## config.mk

```make
export PLATFORM = sky130hd
export DESIGN_NAME = watchdog_lp
export DESIGN_NICKNAME = d
export VERILOG_FILES = /design/src/rtl/wdt_lp_pkg.sv /design/src/rtl/wdt_mode_reg.sv /design/src/rtl/wdt_tick_gate.sv /design/src/rtl/wdt_counter.sv /design/src/rtl/watchdog_lp.sv
export SDC_FILE = /design/constraint.sdc
export NUM_CORES = 1
export LEC_CHECK = 0
export BUFFER_PORTS_ARGS = -buffer_cell sky130_fd_sc_hd__buf_2
export CORE_ASPECT_RATIO = 1.2
export CORE_MARGIN = 1
export CORE_UTILIZATION = 30
export DETAILED_ROUTE_END_ITERATION = 12
export SLEW_MARGIN = 0
export SYNTH_ARGS = -nofsm -noshare
export SYNTH_HDL_FRONTEND = slang
export SYNTH_SLANG_ARGS = --single-unit
```

## constraint.sdc

```tcl
create_clock -name clk -period 1.8 [get_ports clk]
set_input_delay 0 -clock clk [delete_from_list [all_inputs] [get_ports clk]]
set_output_delay 0 -clock clk [all_outputs]
set_load 0.005 [all_outputs]
```

## src/rtl/wdt_lp_pkg.sv

```systemverilog
package wdt_lp_pkg;

   typedef struct packed {
      logic       src_xtal;    // bit 4
      logic       stop_run;    // bit 3
      logic       halt_run;    // bit 2
      logic [1:0] period_sel;  // bits 1:0
   } wdt_mode_t;

   localparam int MODE_W = $bits(wdt_mode_t);

   localparam wdt_mode_t MODE_AT_RESET = '{
      src_xtal:   1'b0,
      stop_run:   1'b1,
      halt_run:   1'b1,
      period_sel: 2'b01
   };

   localparam int XTAL_PERIOD_MAX = 4096;
   localparam int RC_UNITS_MAX    = 16;

   function automatic int xtal_period(input logic [1:0] s);
      case (s)
         2'b00:   return 256;
         2'b01:   return 512;
         2'b10:   return 1024;
         default: return XTAL_PERIOD_MAX;
      endcase
   endfunction

   function automatic int rc_units(input logic [1:0] s);
      case (s)
         2'b00:   return 1;
         2'b01:   return 2;
         2'b10:   return 4;
         default: return RC_UNITS_MAX;
      endcase
   endfunction

endpackage

```

## src/rtl/wdt_mode_reg.sv

```systemverilog
module wdt_mode_reg
   import wdt_lp_pkg::*;
(
   input  logic              clk,
   input  logic              rst_n,
   input  logic              wr_en,
   input  logic [MODE_W-1:0] wr_data,
   output wdt_mode_t         mode
);

   always_ff @(posedge clk or negedge rst_n) begin
      if (!rst_n)     mode <= MODE_AT_RESET;
      else if (wr_en) mode <= wdt_mode_t'(wr_data);
   end


   write_takes_effect_chk: assert property (@(posedge clk) disable iff (!rst_n)
      wr_en |=> (mode == $past(wr_data)));

endmodule

```

## src/rtl/wdt_tick_gate.sv

```systemverilog
module wdt_tick_gate
   import wdt_lp_pkg::*;
(
   input  wdt_mode_t mode,
   input  logic      active,
   input  logic      rc_tick,
   input  logic      xt_tick,
   input  logic      halt_i,
   input  logic      stop_i,
   output logic      cnt_en
);

   logic raw_tick;
   logic allowed;

   always_comb begin
      raw_tick = mode.src_xtal ? xt_tick : rc_tick;
      if (stop_i)      allowed = mode.stop_run && !mode.src_xtal;
      else if (halt_i) allowed = mode.halt_run;
      else             allowed = 1'b1;
      cnt_en = active && raw_tick && allowed;
   end

endmodule

```

## src/rtl/wdt_counter.sv

```systemverilog
module wdt_counter
   import wdt_lp_pkg::*;
#(
   parameter int RC_TICKS_PER_UNIT = 160,
   parameter bit USE_RC_PRESCALER  = 1'b1
) (
   input  logic       clk,
   input  logic       rst_n,
   input  logic       clear,
   input  logic       step,
   input  logic       src_xtal,
   input  logic [1:0] sel,
   output logic       wrap
);

   localparam int DIRECT_MAX = (RC_UNITS_MAX * RC_TICKS_PER_UNIT > XTAL_PERIOD_MAX)
                               ? RC_UNITS_MAX * RC_TICKS_PER_UNIT : XTAL_PERIOD_MAX;
   localparam int CW = $clog2(DIRECT_MAX);
   localparam int PW = (RC_TICKS_PER_UNIT > 2) ? $clog2(RC_TICKS_PER_UNIT) : 1;

   if (RC_TICKS_PER_UNIT < 2) begin : g_bad_unit
      $error("wdt_counter: RC_TICKS_PER_UNIT must be at least 2");
   end

   if (USE_RC_PRESCALER) begin : g_prescaled
      logic [PW-1:0] pre;
      logic [CW-1:0] cnt;
      logic [CW-1:0] lim_m1;
      logic          pre_wrap;
      logic          unit_step;

      always_comb begin
         pre_wrap  = step && !src_xtal && (pre == PW'(RC_TICKS_PER_UNIT - 1));
         unit_step = src_xtal ? step : pre_wrap;
         lim_m1    = src_xtal ? CW'(xtal_period(sel) - 1) : CW'(rc_units(sel) - 1);
         wrap      = unit_step && !clear && (cnt == lim_m1);
      end

      always_ff @(posedge clk or negedge rst_n) begin
         if (!rst_n)                  pre <= '0;
         else if (clear || pre_wrap)  pre <= '0;
         else if (step && !src_xtal)  pre <= pre + 1'b1;
      end

      always_ff @(posedge clk or negedge rst_n) begin
         if (!rst_n)         cnt <= '0;
         else if (clear)     cnt <= '0;
         else if (unit_step) cnt <= wrap ? '0 : cnt + 1'b1;
      end


      prescale_range_chk: assert property (@(posedge clk) disable iff (!rst_n)
         int'(pre) < RC_TICKS_PER_UNIT);


      restart_after_wrap_chk: assert property (@(posedge clk) disable iff (!rst_n)
         wrap |=> (cnt == '0));
   end else begin : g_direct
      logic [CW-1:0] cnt;
      logic [CW-1:0] lim_m1;

      always_comb begin
         lim_m1 = src_xtal ? CW'(xtal_period(sel) - 1)
                           : CW'(rc_units(sel) * RC_TICKS_PER_UNIT - 1);
         wrap   = step && !clear && (cnt == lim_m1);
      end

      always_ff @(posedge clk or negedge rst_n) begin
         if (!rst_n)     cnt <= '0;
         else if (clear) cnt <= '0;
         else if (step)  cnt <= wrap ? '0 : cnt + 1'b1;
      end


      restart_after_wrap_chk: assert property (@(posedge clk) disable iff (!rst_n)
         wrap |=> (cnt == '0));
   end

endmodule

```

## src/rtl/watchdog_lp.sv

```systemverilog
module watchdog_lp
   import wdt_lp_pkg::*;
#(
   parameter int RC_TICKS_PER_UNIT = 160,
   parameter bit USE_RC_PRESCALER  = 1'b1
) (
   input  logic              clk,
   input  logic              rst_n,
   input  logic              strap_always_on,
   input  logic              kick,
   input  logic              halt_i,
   input  logic              stop_i,
   input  logic              rc_tick,
   input  logic              xt_tick,
   input  logic              mode_we,
   input  logic [MODE_W-1:0] mode_wdata,
   output logic              rst_req,
   output logic              wake_req
);

   if (RC_TICKS_PER_UNIT < 2) begin : g_bad_unit
      $error("watchdog_lp: RC_TICKS_PER_UNIT must be at least 2");
   end

   wdt_mode_t mode;
   logic      armed;
   logic      active;
   logic      cnt_en;
   logic      clear;
   logic      wrap;

   wdt_mode_reg u_mode (
      .clk     (clk),
      .rst_n   (rst_n),
      .wr_en   (mode_we),
      .wr_data (mode_wdata),
      .mode    (mode)
   );

   always_ff @(posedge clk or negedge rst_n) begin
      if (!rst_n)    armed <= 1'b0;
      else if (kick) armed <= 1'b1;
   end

   always_comb begin
      active = armed || strap_always_on;
      clear  = kick || mode_we || !active;
   end

   wdt_tick_gate u_gate (
      .mode    (mode),
      .active  (active),
      .rc_tick (rc_tick),
      .xt_tick (xt_tick),
      .halt_i  (halt_i),
      .stop_i  (stop_i),
      .cnt_en  (cnt_en)
   );

   wdt_counter #(
      .RC_TICKS_PER_UNIT (RC_TICKS_PER_UNIT),
      .USE_RC_PRESCALER  (USE_RC_PRESCALER)
   ) u_cnt (
      .clk      (clk),
      .rst_n    (rst_n),
      .clear    (clear),
      .step     (cnt_en),
      .src_xtal (mode.src_xtal),
      .sel      (mode.period_sel),
      .wrap     (wrap)
   );

   always_ff @(posedge clk or negedge rst_n) begin
      if (!rst_n) begin
         rst_req  <= 1'b0;
         wake_req <= 1'b0;
      end else begin
         rst_req  <= wrap && !stop_i;
         wake_req <= wrap && stop_i;
      end
   end


   outputs_exclusive_chk: assert property (@(posedge clk) disable iff (!rst_n)
      !(rst_req && wake_req));


   wake_only_in_stop_chk: assert property (@(posedge clk) disable iff (!rst_n)
      wake_req |-> $past(stop_i));


   single_pulse_chk: assert property (@(posedge clk) disable iff (!rst_n)
      (rst_req || wake_req) |=> !(rst_req || wake_req));


   idle_silent_chk: assert property (@(posedge clk) disable iff (!rst_n)
      (!armed && !strap_always_on) |=> !(rst_req || wake_req));

endmodule

```

==> reports/qor.txt, run 1 <==
Status -> finished with violations
Violated checks -> negative setup slack
Detailed router's first-iteration violation count -> 55
Reg-to-Reg End -> u_cnt.g_prescaled.cnt[11]$_DFFE_PN0P_
Worst skew pair latency -> 270 ps
DPL Wire Length -> 2.51 mm
Pins over their slew limit -> 0
Top FF cell, synth -> dfrtp_1
Final wirelength -> 3.66 mm
Yosys top cell area share -> 38.7%
PnR worst setup slack -> -168 ps
Netlist cell types -> 43
F_max -> 0.508 GHz
CP Class -> reg2reg
Relative slew slack -> 56.4%
Max_cap viols -> 0
Critical Path AT -> 2130 ps
Min Tclk post-route -> 1970 ps
GR Overflow Total -> 0
Worst EP required -> 1970 ps
Reg-to-reg slack, setup -> -170 ps
Num CTS Buffers -> 3
Detailed-route DRC error count -> 0
Total track usage -> 13.9%
Nets -> 238
Core Rows -> 28
Routed length per instance -> 13.0 um
Final Hold Viols -> 0
Leakage power -> 1.03 nW
Period utilization -> 109%
CTS root buffer -> clkbuf_8
Tot Pwr -> 0.00126 W
DRT Pass-1 Iters -> 4
Fin util -> 45.5%
Fraction of layout cells with a size suffix above 1 -> 42.5%
GP Congestion -> 0.769
CTS tree -> built
Worst Tran Pin Value -> 655 ps
Total number of vias -> 1403
Worst Setup End Kind -> flop
Clock-pin transition on the worst setup and hold timing paths -> 100 ps
Max VDD drop -> 0.000285 V
Post-route ant nets -> 0
Layout Skew -> 3.19 ps
Synth-to-layout area growth -> 42.1%
Largest net degree at the start of global routing -> 29
Buffers on Ports -> 15
Synth area leaders -> dfrtp_1, dfstp_2, mux2_2, xor2_1, nor2_1
Critical path origin -> u_mode.mode[4]$_DFFE_PN0P_
First-pass GRT wire length -> 5.92 mm
Critical Path Source Type -> flop
Number of H-tree levels -> 1
Final setup violation count -> 19
Register area share after synthesis -> 43.6%
Die W -> 69.0 um
Area leader, netlist -> dfrtp_1
EDFF count, synth -> 0
Routed vias/inst -> 4.99
RSZ-0062 raised after global routing -> true
Cell Pwr Density -> 548 nW/um2
Total die area -> 5680 um2
Syn nets -> 175
Post-synth ARST share -> 100%
Type of the most critical hold path -> in2reg
Setup crit end -> u_cnt.g_prescaled.cnt[11]$_DFFE_PN0P_
Register bit count reported by yosys -> 28
Antenna diodes -> 0
Initial antenna violation count -> 0
R2R Path Start -> u_mode.mode[4]$_DFFE_PN0P_
Chip height -> 82.4 um
R2R depth -> 6
Vias in the first global route -> 1353
Initial Utilization -> 32.0%
Total core area -> 5040 um2
Max clock buf depth -> 2
Ys Warns -> 0
I/O pins -> 16
Synthesized area per cell -> 10.2 um2
Syn Inst Count -> 159
Cell Area, Synth -> 1620 um2
CP max FO -> 7
TritonCTS sink count -> 28
-- metrics by stage --
| stage | TNS (ps) | cells | worst slack (ps) | area, um2 | hold WS [ps] |
|---|---|---|---|---|---|
| finish | -1830 | 281 | -168 | 2300 | 28.8 |
| global route | -3860 | 281 | -282 | 2300 | 14.6 |
| CTS | -782 | 274 | -124 | 2150 | 18.9 |
| detailed placement | -1440 | 259 | -178 | 2000 | 68.1 |
| global placement | -1160 | 259 | -179 | 2000 | 61.9 |
| floorplan | -157 | 159 | -95.4 | 1640 | -296 |
-- final cells by class --
cell class                 instances  area, um2
clock buffer                       4       45.0
fill                             490       2750
inverter                           2       7.51
multi-input combinational        123        955
sequential                        28        706
tap                               60       75.1
timing repair buffer              64        508
-- worst max-delay path: stages (launching register included) --
cell,delay [ps]
dfrtp_2,470
or2_2,330
o21ai_0,100
a221o_1,250
a41oi_4,210
buf_4,200
a221o_1,310
-- sequential cells by signal (all words and copies together), names as in the netlist --
| signal | flops |
|---|---|
| rst_req | 1 |
| u_cnt.g_prescaled.cnt | 12 |
| armed | 1 |
| u_mode.mode | 5 |
| u_cnt.g_prescaled.pre | 8 |
| wake_req | 1 |
-- cell usage in the layout, fill, tap and decap left out, drive strengths merged, types with 6 or more instances in the layout --
cell         synthesis  layout
buf                  3      55
dfrtp               25      25
nor2                15      15
nand2               14      14
nand3               12      12
a21oi               11      11
dlygate4sd3          0       8
xor2                 7       7
mux2                 6       6
-- synth_stat cells (3+ instances only) --
| cell type | n |
|---|---|
| nor2b_1 | 4 |
| mux2_2 | 6 |
| and3_1 | 5 |
| o2111ai_1 | 3 |
| dfrtp_1 | 25 |
| nand2_1 | 14 |
| nand3_1 | 11 |
| dfstp_2 | 3 |
| clkbuf_1 | 3 |
| a22o_1 | 4 |
| nor2_1 | 15 |
| o21ai_0 | 4 |
| xor2_1 | 7 |
| xnor2_1 | 3 |
| mux2i_1 | 4 |
| a21oi_1 | 11 |
| nand4_1 | 3 |
-- power breakdown --
group | total (W) | internal, W | switching, W
Clock | 0.000361 | 0.000159 | 0.000202
Sequential | 0.000665 | 0.000648 | 0.0000171
Combinational | 0.000232 | 0.000126 | 0.000106
-- routing by layer --
layer / track usage, % / wire (um) / up-vias
li1: - / - / 699
met4: 4.90 / 26 / 0
met3: 2.20 / 107 / 4
met1: 16.4 / 1660 / 677
met2: 25.0 / 1870 / 23
met5: 0 / 0 / -
-- how the worst min path moves through the flow --
stage,startpoint,to,slack (ps),depth (start not counted)
2_1_floorplan,rst_n,armed$_DFFE_PN0P_,-300,0
3_3_place_gp,rst_n,u_mode.mode[1]$_DFFE_PN0P_,60,1
3_5_place_dp,rst_n,u_mode.mode[4]$_DFFE_PN0P_,70,1
4_1_cts,stop_i,wake_req$_DFF_PN0_,20,2
5_1_grt,stop_i,wake_req$_DFF_PN0_,10,2
6_report,stop_i,wake_req$_DFF_PN0_,30,2
-- logic make-up after synthesis --
logic type               synth area share [%]
XOR/XNOR                                 5.42
flip-flops                               43.6
AO/OA/AOI/OAI                            16.0
adder cells (fa/ha/maj)                  1.55
AND/OR/NAND/NOR                          23.6
multiplexers                             6.66
buffers and inverters                    3.10
-- what timing repair did --
action / 4_1_cts / 5_1_grt
gates resized for setup: 4 / 18
setup endpoints to repair: 16 / 20
cloned: 0 / 1
buffers inserted: 3 / 6
pin swaps: 2 / 12
endpoints found under the hold margin: 32 / 0
hold buffers: 8 / 0
(Power assumes the default switching activity.)
==> run 2, diff against run 1 <==
ABC_AREA = 1   (was default)
==> run 2 against run 1 <==
Effect of this change: the run now ends clean; sequential power about the same; via count up 17%; power up 7.3%; routed wire length up 10%; non-clock buffer count down 41; combinational power down 21%; sequential share of layout area up 1.6 points; design area down 5.1%; count of clock-buffer cells in the layout down 1; die area up 16%; synthesized cell count up 60%; register-to-register slack better by 350 ps.
==> reports/qor.txt, run 2 <==
Ys Warns -> 0
Period utilization -> 89.7%
Status -> complete, no violations
Syn Inst Count -> 254
Worst Tran Pin Value -> 673 ps
Syn nets -> 270
DPL Wire Length -> 3.00 mm
R2R depth -> 10
Top FF cell, synth -> dfrtp_1
Fraction of layout cells with a size suffix above 1 -> 19.9%
CTS tree -> built
Initial antenna violation count -> 0
Total track usage -> 14.2%
Number of H-tree levels -> 1
Min Tclk post-route -> 1620 ps
Post-route cell area -> 2180 um2
Nets -> 294
Detailed-route DRC error count -> 0
Most common cell in the synthesized netlist -> nand2_1
Setup TNS -> 0 ps
Startpoint of the worst hold path -> mode_we
Post-synth top cells -> nand2_1, inv_1, nand3_1, dfrtp_1, nor2_1
Commonest non-fill, non-tap cell in the layout -> nand2_1
Most flop-heavy register -> u_cnt.g_prescaled.cnt
Max reg flops -> 12
Biggest regs -> u_cnt.g_prescaled.cnt x12, u_cnt.g_prescaled.pre x8, u_mode.mode x5
Max VDD drop -> 0.000234 V
Synth area leaders -> dfrtp_1, nand2_1, nand3_1, inv_1, xor2_1
Die W -> 74.4 um
GR Overflow Total -> 0
Worst Setup End Kind -> flop
DP Area -> 2030 um2
F_max -> 0.619 GHz
Cell Area, Synth -> 1890 um2
Relative slew slack -> 55.1%
RSZ-0062 raised after global routing -> false
Synthesized area per cell -> 7.43 um2
Post-synth ARST share -> 100%
Pins over their slew limit -> 0
Routed vias/inst -> 4.56
Finished Layout Cells -> 359
Max_cap viols -> 0
Total number of vias -> 1637
Initial Utilization -> 31.2%
Worst skew pair latency -> 280 ps
Total die area -> 6610 um2
Worst EP required -> 1970 ps
Hold Path Cell Cnt -> 2
Final wirelength -> 4.03 mm
Synth-to-layout area growth -> 15.5%
Critical Path Source Type -> flop
I/O pins -> 16
Register area share after synthesis -> 37.3%
Final setup violation count -> 0
Area leader, netlist -> dfrtp_1
CP Class -> reg2reg
Buffers on Ports -> 15
Type of the most critical hold path -> in2reg
Largest net degree at the start of global routing -> 29
CP max FO -> 11
Reg-to-Reg End -> u_cnt.g_prescaled.cnt[2]$_DFFE_PN0P_
GP Congestion -> 0.830
WHS Endpoint -> u_mode.mode[2]$_DFFE_PN1P_
Detailed router's first-iteration violation count -> 132
Placed Instances -> 347
Vias in the first global route -> 1584
Final Hold Viols -> 0
TritonCTS sink count -> 28
Yosys top cell area share -> 33.2%
Critical Path AT -> 1790 ps
R2R Path Start -> u_mode.mode[4]$_DFFE_PN0P_
Layout Skew -> 13.2 ps
Leakage power -> 1.09 nW
Core Rows -> 31
Routed length per instance -> 11.2 um
CTS resizes -> 0
Reg-to-reg slack, setup -> 180 ps
Num CTS Buffers -> 3
EDFF count, synth -> 0
Max clock buf depth -> 2
Cell Pwr Density -> 619 nW/um2
Total core area -> 6050 um2
CTS root buffer -> clkbuf_8
Chip height -> 88.9 um
Clock-pin transition on the worst setup and hold timing paths -> 110 ps
DRT Pass-1 Iters -> 4
Post-route ant nets -> 0
Netlist cell types -> 32
Antenna diodes -> 0
Most frequent cells in the layout -> nand2_1, inv_1, nand3_1, dfrtp_1, nor2_1
First-pass GRT wire length -> 7.18 mm
Register bit count reported by yosys -> 28
[run 2: cell types whose count changed after synthesis, moves of 5 or more]
cell     change
nand3_1     +16
nand2_2     +10
o21ai_0      +7
and3_1       -5
a21oi_1     -10
nand2_1     +58
mux2_2       -6
inv_1       +29
[run 2: layout make-up]
class                      count  area (um2)
clock inverter                 1        30.0
fill                         662        3870
clock buffer                   3        41.3
timing repair buffer          23         155
tap                           82         103
multi-input combinational    188        1010
sequential                    28         704
inverter                      34         130
[run 2: worst max-delay path, stage by stage (launching register included)]
cell and delay (ps):
dfrtp_1 510, inv_4 190, nand2_1 60, nand2_1 70, nand2_2 60, nor2_4 160, nand2_4 90, nand2_2 130
inv_2 100, nand2_1 70, nand2_1 50
[run 2: what timing repair did]
| item | in CTS | in global routing |
|---|---|---|
| hold endpoints to repair | 33 | 0 |
| buffers inserted | 0 | 0 |
| hold buffers | 8 | 0 |
[run 2: through the flow]
step,hold slack (ps),power (W),util (%),worst slack [ps]
floorplan,-296,0.000805,-,433
global placement,80.1,0.000845,33.5,220
detailed placement,77.6,0.000847,33.5,210
CTS,4.58,0.00137,36.0,170
global route,19.1,0.00142,36.0,42.5
finish,5.75,0.00135,36.0,185
[run 2: cell families (layout without fill, tap and decap cells)]
kind of cell | count (synthesis) | in the layout | synth area share, %
flops | 28 | 28 | 37.3
compound gates | 20 | 20 | 5.90
simple gates | 156 | 156 | 41.9
buf+inv | 38 | 61 | 8.89
fa+ha+maj | 2 | 2 | 1.33
xor+xnor | 10 | 10 | 4.64
[run 2: worst max-delay path by stage]
stage | cells past startpoint | endpoint | from | slack [ps]
after floorplan | 10 | u_cnt.g_prescaled.cnt[4]$_DFFE_PN0P_ | u_cnt.g_prescaled.pre[0]$_DFFE_PN0P_ | 430
after global placement | 10 | u_cnt.g_prescaled.cnt[0]$_DFFE_PN0P_ | u_mode.mode[4]$_DFFE_PN0P_ | 220
after detailed placement | 10 | u_cnt.g_prescaled.cnt[1]$_DFFE_PN0P_ | u_mode.mode[4]$_DFFE_PN0P_ | 210
after CTS | 10 | u_cnt.g_prescaled.cnt[0]$_DFFE_PN0P_ | u_mode.mode[4]$_DFFE_PN0P_ | 170
after global routing | 10 | u_cnt.g_prescaled.cnt[8]$_DFFE_PN0P_ | u_mode.mode[4]$_DFFE_PN0P_ | 40
final | 10 | u_cnt.g_prescaled.cnt[2]$_DFFE_PN0P_ | u_mode.mode[4]$_DFFE_PN0P_ | 180
[run 2: per-layer routing]
layer	up-vias	routed length (um)	global-route usage, %
met5	-	0	0
met4	0	68	5.32
met3	6	83	1.48
met2	21	2100	25.7
met1	764	1770	17.1
li1	846	-	-
[run 2: where the power goes]
group / total (W) / switching [W] / internal, W
registers: 0.000663 / 0.0000158 / 0.000647
clock network: 0.000503 / 0.000205 / 0.000298
logic: 0.000183 / 0.000117 / 0.0000655
==> run 3, diff against run 2 <==
CORE_MARGIN = 5   (was 1)
==> run 3 against run 2 <==
Effect of this change: via count down 1.2%; count of clock-buffer cells in the layout up 1; fmax up 2.0%; critical path depth unchanged; routed wire length down 1.8%.
==> reports/qor.txt, run 3 (synthesis results as in run 2) <==
Status -> complete, no violations
Critical Path Source Type -> flop
Min Tclk post-route -> 1580 ps
I/O pins -> 16
Met1 WL -> 1.75 mm
Most flop-heavy register -> u_cnt.g_prescaled.cnt
Reg-to-Reg End -> u_cnt.g_prescaled.cnt[4]$_DFFE_PN0P_
Biggest regs -> u_cnt.g_prescaled.cnt x12, u_cnt.g_prescaled.pre x8, u_mode.mode x5
CTS tree -> built
Sequential power share -> 55.6%
DPL Wire Length -> 3.10 mm
Final setup violation count -> 0
Type of the most critical hold path -> in2reg
R2R depth -> 10
Chip height -> 96.9 um
RSZ-0062 raised after global routing -> false
Most frequent cells in the layout -> nand2_1, inv_1, nand3_1, dfrtp_1, nor2_1
GP Congestion -> 0.847
Initial antenna violation count -> 0
Pins over their slew limit -> 0
Max reg flops -> 12
Setup TNS -> 0 ps
Relative slew slack -> 57.2%
Sw frac -> 26.9%
Largest net degree at the start of global routing -> 29
Die W -> 82.4 um
Vias in the first global route -> 1602
Worst Setup End Kind -> flop
Detailed-route DRC error count -> 0
DP Area -> 2030 um2
Final Hold Viols -> 0
CP Class -> reg2reg
Antenna diodes -> 0
Period utilization -> 88.0%
Total core area -> 6090 um2
Total track usage -> 11.0%
# fillers -> 665
Clock-pin transition on the worst setup and hold timing paths -> 100 ps
Cell Pwr Density -> 554 nW/um2
Worst skew pair latency -> 270 ps
GR Overflow Total -> 0
Buffers on Ports -> 15
Max VDD drop -> 0.000316 V
Clk pwr share -> 29.2%
DRT Pass-1 Iters -> 4
Int Power -> 0.000871 W
Total die area -> 7980 um2
Total number of vias -> 1617
Routed vias/inst -> 4.50
NetSw -> 0.000321 W
Synth-to-layout area growth -> 14.1%
Post-route ant nets -> 0
PnR worst setup slack -> 216 ps
Post-route cell area -> 2150 um2
Final wirelength -> 3.96 mm
Met3 WL post-DR -> 90 um
WHS Endpoint -> u_mode.mode[0]$_DFFE_PN1P_
Commonest non-fill, non-tap cell in the layout -> nand2_1
Met2 routed WL -> 2.08 mm
Fraction of layout cells with a size suffix above 1 -> 19.5%
Detailed router's first-iteration violation count -> 72
Max clock buf depth -> 2
Routed length per instance -> 11.0 um
Number of H-tree levels -> 1
Startpoint of the worst hold path -> mode_we
Critical Path AT -> 1750 ps
Highest routed layer -> met4
Initial Utilization -> 31.0%
Tot Pwr -> 0.00119 W
Num CTS Buffers -> 3
Worst EP required -> 1970 ps
Nets -> 294
Max_cap viols -> 0
First-pass GRT wire length -> 7.12 mm
F_max -> 0.631 GHz
Leakage power -> 1.08 nW
CTS resizes -> 0
TritonCTS sink count -> 28
Hold Path Cell Cnt -> 2
Layout Skew -> 4.74 ps
Reg-to-reg slack, setup -> 220 ps
CP max FO -> 11
Worst slack, placed -> 208 ps
R2R Path Start -> u_mode.mode[4]$_DFFE_PN0P_
Combinational Power Share -> 15.2%
Worst Tran Pin Value -> 642 ps
CTS root buffer -> clkbuf_8
Core Rows -> 31
[run 3: changes by cell type in the layout (fill, tap and decap cells not counted), sizes merged]
cell	previous run	this run
clkbuf	3	4
bufinv	1	0
[run 3: how the worst max path moves through the flow]
| stage | from | endpoint | slack [ps] |
|---|---|---|---|
| global placement | u_mode.mode[4]$_DFFE_PN0P_ | u_cnt.g_prescaled.cnt[0]$_DFFE_PN0P_ | 230 |
| finish | u_mode.mode[4]$_DFFE_PN0P_ | u_cnt.g_prescaled.cnt[4]$_DFFE_PN0P_ | 220 |
| CTS | u_mode.mode[4]$_DFFE_PN0P_ | u_cnt.g_prescaled.cnt[4]$_DFFE_PN0P_ | 190 |
| global route | u_mode.mode[4]$_DFFE_PN0P_ | u_cnt.g_prescaled.cnt[9]$_DFFE_PN0P_ | 40 |
| floorplan | u_cnt.g_prescaled.pre[0]$_DFFE_PN0P_ | u_cnt.g_prescaled.cnt[4]$_DFFE_PN0P_ | 430 |
| detailed placement | u_mode.mode[4]$_DFFE_PN0P_ | u_cnt.g_prescaled.cnt[4]$_DFFE_PN0P_ | 210 |
[run 3: power by group through the flow]
stage | logic [W] | registers, W | clock network (W)
final | 0.000181 | 0.000663 | 0.000349
after detailed placement | 0.000171 | 0.000675 | 0
after floorplan | 0.000138 | 0.000667 | 0
after global placement | 0.000170 | 0.000675 | 0
after global routing | 0.000208 | 0.000666 | 0.000392
after CTS | 0.000185 | 0.000663 | 0.000370
[run 3: per-layer routing]
layer,vias to the layer above,GRT usage [%]
li1,847,-
met1,750,13.4
met2,16,19.9
met3,4,1.39
met4,0,2.69
met5,-,0
[run 3: layout make-up]
class	count	area [um2]	share of cell area [%]
clock buffers	4	45.0	2.09
inverters	34	130	6.05
multi-input cells	188	1010	47.2
flip-flops and latches	28	704	32.7
well taps	82	103	4.77
repair buffers	23	155	7.21
[run 3: critical path, stage by stage (launching register included)]
cell and delay (ps):
dfrtp_1 510, inv_4 190, nand2_1 60, nand2_1 70, nand2_2 60, nor2_4 160
nand2_4 90, nand2_2 130, inv_2 90, nand2_1 70, nand2_1 60
[run 3: stage by stage]
step,utilization [%],hold slack (ps),cells
after global placement,33.3,76.7,347
after detailed placement,33.3,79.6,347
final,35.3,9.10,359
after floorplan,-,-296,254
after CTS,35.3,3.68,359
after global routing,35.3,46.0,359
[run 3: what timing repair did]
action,4_1_cts,5_1_grt
buffers inserted,0,0
hold buffers,8,0
endpoints found under the hold margin,33,0
